<file path="config.mk">
export PLATFORM = sky130hd
export DESIGN_NAME = tmr_cc_chan
export DESIGN_NICKNAME = d
export VERILOG_FILES = /design/src/rtl/tmr_cc_pkg.sv /design/src/rtl/tmr_cc_counter.sv /design/src/rtl/tmr_cc_capture.sv /design/src/rtl/tmr_cc_compare.sv /design/src/rtl/tmr_cc_chan.sv
export SDC_FILE = /design/constraint.sdc
export NUM_CORES = 1
export LEC_CHECK = 0
export ABC_AREA = 1
export ABC_CLOCK_PERIOD_IN_PS = 2100
export CAP_MARGIN = 20
export CELL_PAD_IN_SITES_DETAIL_PLACEMENT = 1
export CELL_PAD_IN_SITES_GLOBAL_PLACEMENT = 1
export CORE_MARGIN = 5
export CORE_UTILIZATION = 35
export DETAILED_ROUTE_END_ITERATION = 8
export GPL_ROUTABILITY_DRIVEN = 0
export PLACE_DENSITY = 0.75
export SLEW_MARGIN = 40
export SYNTH_ARGS = -nofsm -noshare
export SYNTH_HDL_FRONTEND = slang
export SYNTH_SLANG_ARGS = --single-unit
</file>
<file path="constraint.sdc">
create_clock -name clk -period 2.1 [get_ports clk]
set_input_delay 0.21 -clock clk [delete_from_list [all_inputs] [get_ports clk]]
set_output_delay 0.21 -clock clk [all_outputs]
set_load 0.05 [all_outputs]
</file>
<file path="src/rtl/tmr_cc_pkg.sv">
package tmr_cc_pkg;

   typedef enum logic [2:0] {
      ACT_SET      = 3'd0,
      ACT_CLR      = 3'd1,
      ACT_TGL      = 3'd2,
      ACT_SET_UP   = 3'd3,
      ACT_CLR_UP   = 3'd4,
      ACT_SET_TOP  = 3'd5,
      ACT_CLR_ZERO = 3'd6,
      ACT_INIT     = 3'd7
   } cmp_act_e;

   typedef enum logic [1:0] {
      EDGE_NONE = 2'd0,
      EDGE_RISE = 2'd1,
      EDGE_FALL = 2'd2,
      EDGE_BOTH = 2'd3
   } edge_sel_e;

   // Start level of the pin for each stored action code
   function automatic logic start_level(cmp_act_e a);
      return (a == ACT_CLR) || (a == ACT_CLR_UP) || (a == ACT_CLR_ZERO);
   endfunction

endpackage

</file>
<file path="src/rtl/tmr_cc_counter.sv">
module tmr_cc_counter #(
   parameter int W = 8
) (
   input  logic         clk,
   input  logic         rst_n,
   input  logic         run_i,
   input  logic         updown_i,
   input  logic         clr_i,
   output logic [W-1:0] count_o,
   output logic         dir_down_o,
   output logic         stepped_o
);

   localparam logic [W-1:0] MAXV = {W{1'b1}};
   localparam logic [W-1:0] ONE  = {{(W-1){1'b0}}, 1'b1};

   logic [W-1:0] cnt_q;
   logic         dir_q;
   logic         step_q;

   always_ff @(posedge clk or negedge rst_n) begin
      if (!rst_n) begin
         cnt_q  <= '0;
         dir_q  <= 1'b0;
         step_q <= 1'b0;
      end else begin
         step_q <= run_i & ~clr_i;
         if (clr_i) begin
            cnt_q <= '0;
            dir_q <= 1'b0;
         end else if (run_i) begin
            if (!updown_i) begin
               cnt_q <= cnt_q + ONE;
               dir_q <= 1'b0;
            end else if (!dir_q) begin
               cnt_q <= cnt_q + ONE;
               if (cnt_q == MAXV - ONE) dir_q <= 1'b1;
            end else begin
               cnt_q <= cnt_q - ONE;
               if (cnt_q == ONE) dir_q <= 1'b0;
            end
         end
      end
   end

   assign count_o    = cnt_q;
   assign dir_down_o = dir_q;
   assign stepped_o  = step_q;


   up_step_chk: assert property (@(posedge clk) disable iff (!rst_n)
      (run_i && !clr_i && !updown_i) |=> (cnt_q == ($past(cnt_q) + ONE)));


   hold_chk: assert property (@(posedge clk) disable iff (!rst_n)
      (!run_i && !clr_i) |=> $stable(cnt_q));


   turn_top_chk: assert property (@(posedge clk) disable iff (!rst_n)
      (run_i && updown_i && !clr_i && !dir_q && cnt_q == MAXV - ONE) |=> (dir_q && cnt_q == MAXV));


   stay_down_chk: assert property (@(posedge clk) disable iff (!rst_n)
      (run_i && updown_i && !clr_i && dir_q && cnt_q != ONE) |=> dir_q);

endmodule

</file>
<file path="src/rtl/tmr_cc_capture.sv">
module tmr_cc_capture #(
   parameter int W           = 8,
   parameter int SYNC_STAGES = 2
) (
   input  logic         clk,
   input  logic         rst_n,
   input  logic         active_i,
   input  logic [1:0]   edge_sel_i,
   input  logic         pin_i,
   input  logic [W-1:0] count_i,
   output logic [W-1:0] cap_val_o,
   output logic         cap_evt_o
);
   import tmr_cc_pkg::*;

   localparam int LAST = SYNC_STAGES - 1;

   logic [SYNC_STAGES-1:0] sync_q;
   logic                   prev_q;
   logic [W-1:0]           cap_q;
   logic                   rise, fall, evt;
   edge_sel_e              esel;

   always_ff @(posedge clk or negedge rst_n) begin
      if (!rst_n) sync_q[0] <= 1'b0;
      else        sync_q[0] <= pin_i;
   end

   for (genvar s = 1; s < SYNC_STAGES; s++) begin : g_sync
      always_ff @(posedge clk or negedge rst_n) begin
         if (!rst_n) sync_q[s] <= 1'b0;
         else        sync_q[s] <= sync_q[s-1];
      end
   end

   always_ff @(posedge clk or negedge rst_n) begin
      if (!rst_n) prev_q <= 1'b0;
      else        prev_q <= sync_q[LAST];
   end

   assign esel = edge_sel_e'(edge_sel_i);
   assign rise = sync_q[LAST] & ~prev_q;
   assign fall = ~sync_q[LAST] & prev_q;

   always_comb begin
      unique case (esel)
         EDGE_RISE: evt = rise;
         EDGE_FALL: evt = fall;
         EDGE_BOTH: evt = rise | fall;
         default:   evt = 1'b0;
      endcase
      evt = evt & active_i;
   end

   always_ff @(posedge clk or negedge rst_n) begin
      if (!rst_n)   cap_q <= '0;
      else if (evt) cap_q <= count_i;
   end

   assign cap_val_o = cap_q;
   assign cap_evt_o = evt;


   cap_hold_chk: assert property (@(posedge clk) disable iff (!rst_n)
      !evt |=> $stable(cap_q));


   cap_role_chk: assert property (@(posedge clk) disable iff (!rst_n)
      !active_i |-> !evt);

endmodule

</file>
<file path="src/rtl/tmr_cc_compare.sv">
module tmr_cc_compare #(
   parameter int W = 8
) (
   input  logic         clk,
   input  logic         rst_n,
   input  logic         active_i,
   input  logic         updown_i,
   input  logic [W-1:0] count_i,
   input  logic         dir_down_i,
   input  logic         stepped_i,
   input  logic         clr_i,
   input  logic         mode_wr_i,
   input  logic [2:0]   mode_i,
   input  logic         shd_wr_i,
   input  logic [W-1:0] shd_data_i,
   output logic         pin_o,
   output logic         match_o
);
   import tmr_cc_pkg::*;

   localparam logic [W-1:0] MAXV = {W{1'b1}};

   logic [W-1:0] shadow_q, working_q;
   cmp_act_e     act_q;
   logic         pin_q, pin_d;
   logic         match, at_zero, at_top, force_init, store_mode;

   always_ff @(posedge clk or negedge rst_n) begin
      if (!rst_n) begin
         shadow_q  <= '0;
         working_q <= '0;
      end else begin
         if (shd_wr_i)        shadow_q  <= shd_data_i;
         if (count_i == '0)   working_q <= shadow_q;
      end
   end

   assign match      = active_i & stepped_i & (count_i == working_q);
   assign at_zero    = active_i & stepped_i & (count_i == '0);
   assign at_top     = active_i & stepped_i & (count_i == MAXV);
   assign force_init = clr_i | (mode_wr_i & (mode_i == 3'b111));
   assign store_mode = mode_wr_i & (mode_i != 3'b111);

   always_comb begin
      pin_d = pin_q;
      if (force_init) begin
         pin_d = start_level(act_q);
      end else if (!store_mode) begin
         unique case (act_q)
            ACT_SET: if (match) pin_d = 1'b1;
            ACT_CLR: if (match) pin_d = 1'b0;
            ACT_TGL: if (match) pin_d = ~pin_q;
            ACT_SET_UP: begin
               if (updown_i)     begin if (match) pin_d = ~dir_down_i; end
               else if (match)   pin_d = 1'b1;
               else if (at_zero) pin_d = 1'b0;
            end
            ACT_CLR_UP: begin
               if (updown_i)     begin if (match) pin_d = dir_down_i; end
               else if (match)   pin_d = 1'b0;
               else if (at_zero) pin_d = 1'b1;
            end
            ACT_SET_TOP: begin
               if (match)       pin_d = 1'b1;
               else if (at_top) pin_d = 1'b0;
            end
            ACT_CLR_ZERO: begin
               if (match)        pin_d = 1'b0;
               else if (at_zero) pin_d = 1'b1;
            end
            default: pin_d = pin_q;
         endcase
      end
   end

   always_ff @(posedge clk or negedge rst_n) begin
      if (!rst_n) begin
         act_q <= ACT_SET;
         pin_q <= 1'b0;
      end else begin
         pin_q <= pin_d;
         if (store_mode) act_q <= cmp_act_e'(mode_i);
      end
   end

   assign pin_o   = pin_q;
   assign match_o = match;


   reload_zero_chk: assert property (@(posedge clk) disable iff (!rst_n)
      (working_q != $past(working_q)) |-> ($past(count_i) == '0));


   pin_cause_chk: assert property (@(posedge clk) disable iff (!rst_n)
      (pin_q != $past(pin_q)) |-> $past(match | at_zero | at_top | force_init));


   init_level_chk: assert property (@(posedge clk) disable iff (!rst_n)
      clr_i |=> (pin_q == start_level($past(act_q))));

endmodule

</file>
<file path="src/rtl/tmr_cc_chan.sv">
module tmr_cc_chan #(
   parameter int W           = 8,
   parameter int SYNC_STAGES = 2
) (
   input  logic         clk,
   input  logic         rst_n,
   input  logic         start_i,
   input  logic         updown_i,
   input  logic         clr_i,
   input  logic         cmp_sel_i,
   input  logic [1:0]   edge_sel_i,
   input  logic         cap_pin_i,
   input  logic         mode_wr_i,
   input  logic [2:0]   mode_i,
   input  logic         cmp_wr_i,
   input  logic [W-1:0] cmp_data_i,
   input  logic         irq_en_i,
   input  logic         flag_clr_i,
   output logic [W-1:0] count_o,
   output logic         dir_down_o,
   output logic [W-1:0] cap_val_o,
   output logic         cmp_pin_o,
   output logic         flag_o,
   output logic         irq_o
);

   if (W < 2 || W > 16) begin : g_width_bad
      $error("tmr_cc_chan: W must lie in 2..16");
   end
   if (SYNC_STAGES < 2 || SYNC_STAGES > 4) begin : g_sync_bad
      $error("tmr_cc_chan: SYNC_STAGES must lie in 2..4");
   end

   logic [W-1:0] cnt;
   logic         dir_dn, stepped, cap_evt, match, flag_q, evt;

   tmr_cc_counter #(.W(W)) u_cnt (
      .clk        (clk),
      .rst_n      (rst_n),
      .run_i      (start_i),
      .updown_i   (updown_i),
      .clr_i      (clr_i),
      .count_o    (cnt),
      .dir_down_o (dir_dn),
      .stepped_o  (stepped)
   );

   tmr_cc_capture #(.W(W), .SYNC_STAGES(SYNC_STAGES)) u_cap (
      .clk        (clk),
      .rst_n      (rst_n),
      .active_i   (~cmp_sel_i),
      .edge_sel_i (edge_sel_i),
      .pin_i      (cap_pin_i),
      .count_i    (cnt),
      .cap_val_o  (cap_val_o),
      .cap_evt_o  (cap_evt)
   );

   tmr_cc_compare #(.W(W)) u_cmp (
      .clk        (clk),
      .rst_n      (rst_n),
      .active_i   (cmp_sel_i),
      .updown_i   (updown_i),
      .count_i    (cnt),
      .dir_down_i (dir_dn),
      .stepped_i  (stepped),
      .clr_i      (clr_i),
      .mode_wr_i  (mode_wr_i),
      .mode_i     (mode_i),
      .shd_wr_i   (cmp_wr_i),
      .shd_data_i (cmp_data_i),
      .pin_o      (cmp_pin_o),
      .match_o    (match)
   );

   assign evt = cap_evt | match;

   always_ff @(posedge clk or negedge rst_n) begin
      if (!rst_n)          flag_q <= 1'b0;
      else if (evt)        flag_q <= 1'b1;
      else if (flag_clr_i) flag_q <= 1'b0;
   end

   assign count_o    = cnt;
   assign dir_down_o = dir_dn;
   assign flag_o     = flag_q;
   assign irq_o      = flag_q & irq_en_i;


   flag_set_chk: assert property (@(posedge clk) disable iff (!rst_n)
      evt |=> flag_o);


   flag_clr_chk: assert property (@(posedge clk) disable iff (!rst_n)
      (flag_clr_i && !evt) |=> !flag_o);


   irq_gate_chk: assert property (@(posedge clk) disable iff (!rst_n)
      irq_o |-> (irq_en_i && flag_o));

endmodule

</file>
# Word-level counts from Yosys, hierarchy flattened
# Cells that the tools add are included.
# word_totals
input_bits	24
wordCells	94
register_bits	42
# classes
eq_ne	23
bitwise	20
mux	29
n_addsub	2
n_reduce_logical	8
# ops
operator	count
$mux W8	4
$mux W1	23
$eq A8 B8 Y1 const B	2
$eq A3 B3 Y1 const B	4
$and A1 B1 Y1	11
$ne A3 B2 Y1 const B	3
$reduce_and A9 Y1	1
$add A8 B1 Y8 const B	1
$eq A8 B1 Y1 const B	1
$eq A8 B8 Y1	1
$logic_not A8 Y1	1
$ne A4 B2 Y1 const B	2
$ne A4 B3 Y1 const B	2
$reduce_bool A8 Y1	1
$sub A8 B1 Y8 const B	1
$pmux W1 S7	1
$eq A3 B2 Y1 const B	2
$not A1 Y1	6
$eq A2 B2 Y1 const B	2
$reduce_bool A2 Y1	2
$eq A3 B1 Y1 const B	1
$logic_not A3 Y1	1
$ne A3 B3 Y1 const B	1
$or A1 B1 Y1	3
4 further kinds	5

# Logic depth before layout (Yosys ltp)
# logic_depth
ltp_word	8
ltp_mapped	12
depth_no_buf	12

# Modules after synthesis
# A second synthesis with hierarchy kept.
# hier_totals
cells_unflattened	329
hier_area_um2	2472.4
# by_module_without_submodules
mod	cells_per_inst	area_each_um2	n_inst
tmr_cc_compare	163	1194.9	1
tmr_cc_counter	109	749.5	1
tmr_cc_capture	49	476.7	1
tmr_cc_chan	8	51.3	1

# Least setup slack after synthesis
# No wires, ideal clock.
# synth_timing
kind	flip-flop to flip-flop
start	register u_cnt.cnt_q[0], in the netlist u_cnt.count_o[0]
end	register u_cmp.pin_q, in the netlist u_cmp.pin_o
path_stages_with_launch	13
t_required_ns	1.982
t_arrival_ns	1.775
slack_ns	0.207
setup_ns	0.118
period_less_slack_ns	1.893
cell_sequence	dfrtp_1 inv_1 ha_1 inv_1 nor2_1 nand3_1 nand2_1 nand2_1 nor2_1 nor2_1 nand3_1 nand2_1 nand2_1
# synth_between
elab_chain_len	8
word_cells_on_any_way	23
# synth_lines
item	line	source
start, declared	tmr_cc_counter.sv:17	logic [W-1:0] cnt_q;
start signal, assigned	tmr_cc_counter.sv:33	cnt_q <= cnt_q + ONE;
start signal, assigned	tmr_cc_counter.sv:36	cnt_q <= cnt_q + ONE;
start signal, assigned	tmr_cc_counter.sv:39	cnt_q <= cnt_q - ONE;
$logic_not A8 Y1	tmr_cc_compare.sv:39	assign at_zero = active_i & stepped_i & (count_i == '0);
$and A1 B1 Y1	tmr_cc_compare.sv:39	
$mux W1	--	
$mux W1	tmr_cc_compare.sv:68	if (match) pin_d = 1'b0;
$mux W1	tmr_cc_compare.sv:59	if (updown_i) begin if (match) pin_d = dir_down_i; end
$pmux W1 S7	tmr_cc_compare.sv:49	unique case (act_q)
$mux W1	tmr_cc_compare.sv:48	end else if (!store_mode) begin
$mux W1	tmr_cc_compare.sv:46	if (force_init) begin
end signal, assigned	tmr_cc_compare.sv:81	pin_q <= pin_d;
end, declared	tmr_cc_compare.sv:25	logic pin_q, pin_d;
# Several ways; a longest one is shown, not always the timed one. The select of a mux whose other input is x is not followed.
# A chain may end at the register's enable or synchronous reset.

# Worst setup path in the final report
# layout_timing
start	register u_cnt.cnt_q[4], in the netlist u_cnt.count_o[4]
end	output port count_o[4]
# layout_rtl
item	line	source
end, declared	tmr_cc_chan.sv:19	output logic [W-1:0] count_o,
# No word-level cell between the ends.

==> metrics.csv <==
metric;value;unit
outcome;finished clean;
non-filler cells, final;435;
initial core utilization;35.5;%
Inst Count DP;427;
Vias;2202;
ranking of synthesized cells by area;dfrtp_1 (44%), nand2_1 (12%), o21ai_0 (6.5%);
type of the most critical hold path;flop to flop;
GRT Util Overall;16.2;%
Netlist cell types;25;
crit path kind;flop to output port;
Sequential cell area;1050;um^2
relative slew slack;65.3;%
synthesis-stage register bit count;42;
num rows;30;
ant diodes;0;
multi-input combinational cell area;1150;um^2
maximum capacitance violations;0;
post-synthesis async set-or-reset flop share;100;%
vias in the first global route;2198;
Yosys warning count;0;
CP Launch Type;flop;
post-placement setup slack;298;ps
Worst VDD drop;0.398;mV
critical path arrival;1690;ps
worst path cell trace;clkdlybuf4s50_1;
Combinational Power Share;26.5;%
clk sinks;42;
most common cell after layout, fill and taps aside;nand2_1;
highest clock rate;527;MHz
chip height;92.3;um
Sw Ratio;33.1;%
Mapped Nets;336;
Layout area overhead;26.2;%
Period minus WS final;1900;ps
Final setup viols;0;
die area;8520;um^2
Avg Cell Area, Syn;7.77;um^2
RSZ-0062 raised after global routing;no;
first-pass GRT wire length;11.0;mm
CTS Root Cell;clkbuf_8;
CP max FO;7;
initial DRC count;94;
Port Buf Inserts;43;
sequential group share of total power;47.7;%
DR WL/cell;15.2;um
Final Max Slew Viols;0;
leakage power;1.42;nW
worst-case clock buffer depth;2;
EDFF count, synth;0;
Clock Skew;10.1;ps
layout cells sized above 1;11.3;%
Filler cells;832;
Mapped Area;2370;um^2
delay-heaviest family, CP;buffers and inverters;
Clock Power Share;25.8;%
TNS Setup;0;ps
initial antenna violation count;0;
H-tree depth;2;
sequential area share after synthesis;44.4;%
DRC;0;
Num CTS Buffers;5;
area leader, netlist;dfrtp_1;
worst setup margin;202;ps
Layout Nets;386;
most frequent cells in the layout;nand2_1 (73), dfrtp_1 (42), clkdlybuf4s50_1 (41);
total power;1.95;mW
WP buf/inv;1;
Syn Inst Count;305;
WHS;354;ps
utilization after layout;44.8;%
final hold violation count;0;
CP max-delay cell;clkdlybuf4s50_1;
Detailed Route WL;6.61;mm
number of setup buffers added after CTS;0;
Final ANT Viol Nets;0;
Worst EP required;1890;ps
placed cell area;2900;um^2
Crit path largest cell delay;870;ps
drt via density;5.06;
top-level port count;44;
Least-Margin Pin Slew;519;ps
Die X;92.3;um
Worst-Skew Late Latency;300;ps
Int Power;1.31;mW
Final Instance Area;2990;um^2
Detailed Routing Iterations Pass 1;4;
top cell type's share of synthesized area;44.4;%
CTS tree;built;
fin crit share;90.4;%
dpl hpwl;5.29;mm
grt ovf;0;
Crit. End Element;output port;
ys flop type;dfrtp_1;
P per Cell Area;653;nW/um^2
net load switching power;646;uW
Worst-path clk slew;70;ps
pin count of the biggest net entering global routing;43;
core footprint;6680;um^2
[flip-flops by register name, indices dropped and copies added, names as in the netlist, 2 cells and up]
register / count
u_cmp.working_q: 8
u_cap.cap_val_o: 8
u_cnt.count_o: 8
u_cmp.shadow_q: 8
u_cmp.act_q: 3
u_cap.sync_q: 2
[routing by layer]
layer	global-route usage, %	up-vias	share of wire (%)
met5	0	-	0
met3	3.77	10	6.1
li1	-	1088	-
met4	3.84	0	1.4
met1	20.9	1051	45
met2	27.4	53	47
[synth_stat cells, types with 2 or more instances]
library cell and instances:
nor3_1 4, inv_2 6, o21ai_0 31, dfrtp_1 42, nor2_1 29, o211ai_1 5, inv_1 35, ha_1 7
a21oi_1 14, nand2_2 10, nand3_1 20, nand4_1 6, nand3b_1 2, clkbuf_1 2, nor2_2 3, nand2_1 73
mux2_2 8
[layout make-up]
cell class,count,share of cell area (%)
Clock buffer,6,2.43
Clock inverter,1,0.251
Inverter,41,5.14
Timing Repair Buffer,46,15.4
Multi-Input combinational cell,219,38.3
Sequential cell,42,35.1
Tap cell,80,3.35
[final timing paths]
kind                                         startpoint                             end  slack (ps)  cells after the start
min in group asynchronous                         rst_n              flag_o$_DFFE_PN0P_         420                      3
setup / recovery           u_cnt.count_o[4]$_DFFE_PN0P_                      count_o[4]         200                      1
hold / removal                u_cap.sync_q[0]$_DFF_PN0_       u_cap.sync_q[1]$_DFF_PN0_         350                      0
setup reg to reg           u_cnt.count_o[0]$_DFFE_PN0P_         u_cmp.pin_o$_DFFE_PN0P_         350                     12
hold reg to reg               u_cap.sync_q[0]$_DFF_PN0_       u_cap.sync_q[1]$_DFF_PN0_         350                      0
max in group asynchronous                         rst_n  u_cmp.working_q[5]$_DFFE_PN0P_        1470                      3
[logic make-up (layout without fill, tap and decap cells)]
group / Yosys count / in the layout / share of synthesized area, %
mux: 8 / 8 / 3.80
buf+inv: 44 / 94 / 7.29
xor+xnor: 1 / 1 / 0.370
simple gates: 149 / 149 / 28.0
flops: 42 / 42 / 44.4
compound gates: 54 / 54 / 12.5
fa+ha+maj: 7 / 7 / 3.70
[power groups by stage]
stage | Sequential (mW) | Combinational, mW | Clock, mW
2_1_floorplan | 0.995 | 0.282 | 0
3_3_place_gp | 0.947 | 0.507 | 0
3_5_place_dp | 0.951 | 0.519 | 0
4_1_cts | 0.935 | 0.523 | 0.523
5_1_grt | 0.943 | 0.578 | 0.554
6_report | 0.933 | 0.518 | 0.504
[what timing repair did]
item / CTS / global route
resized for setup: 0 / 0
hold buffers: 1 / 0
endpoints found under the hold margin: 42 / 0
Note: power is estimated with default switching activity, not from simulation.
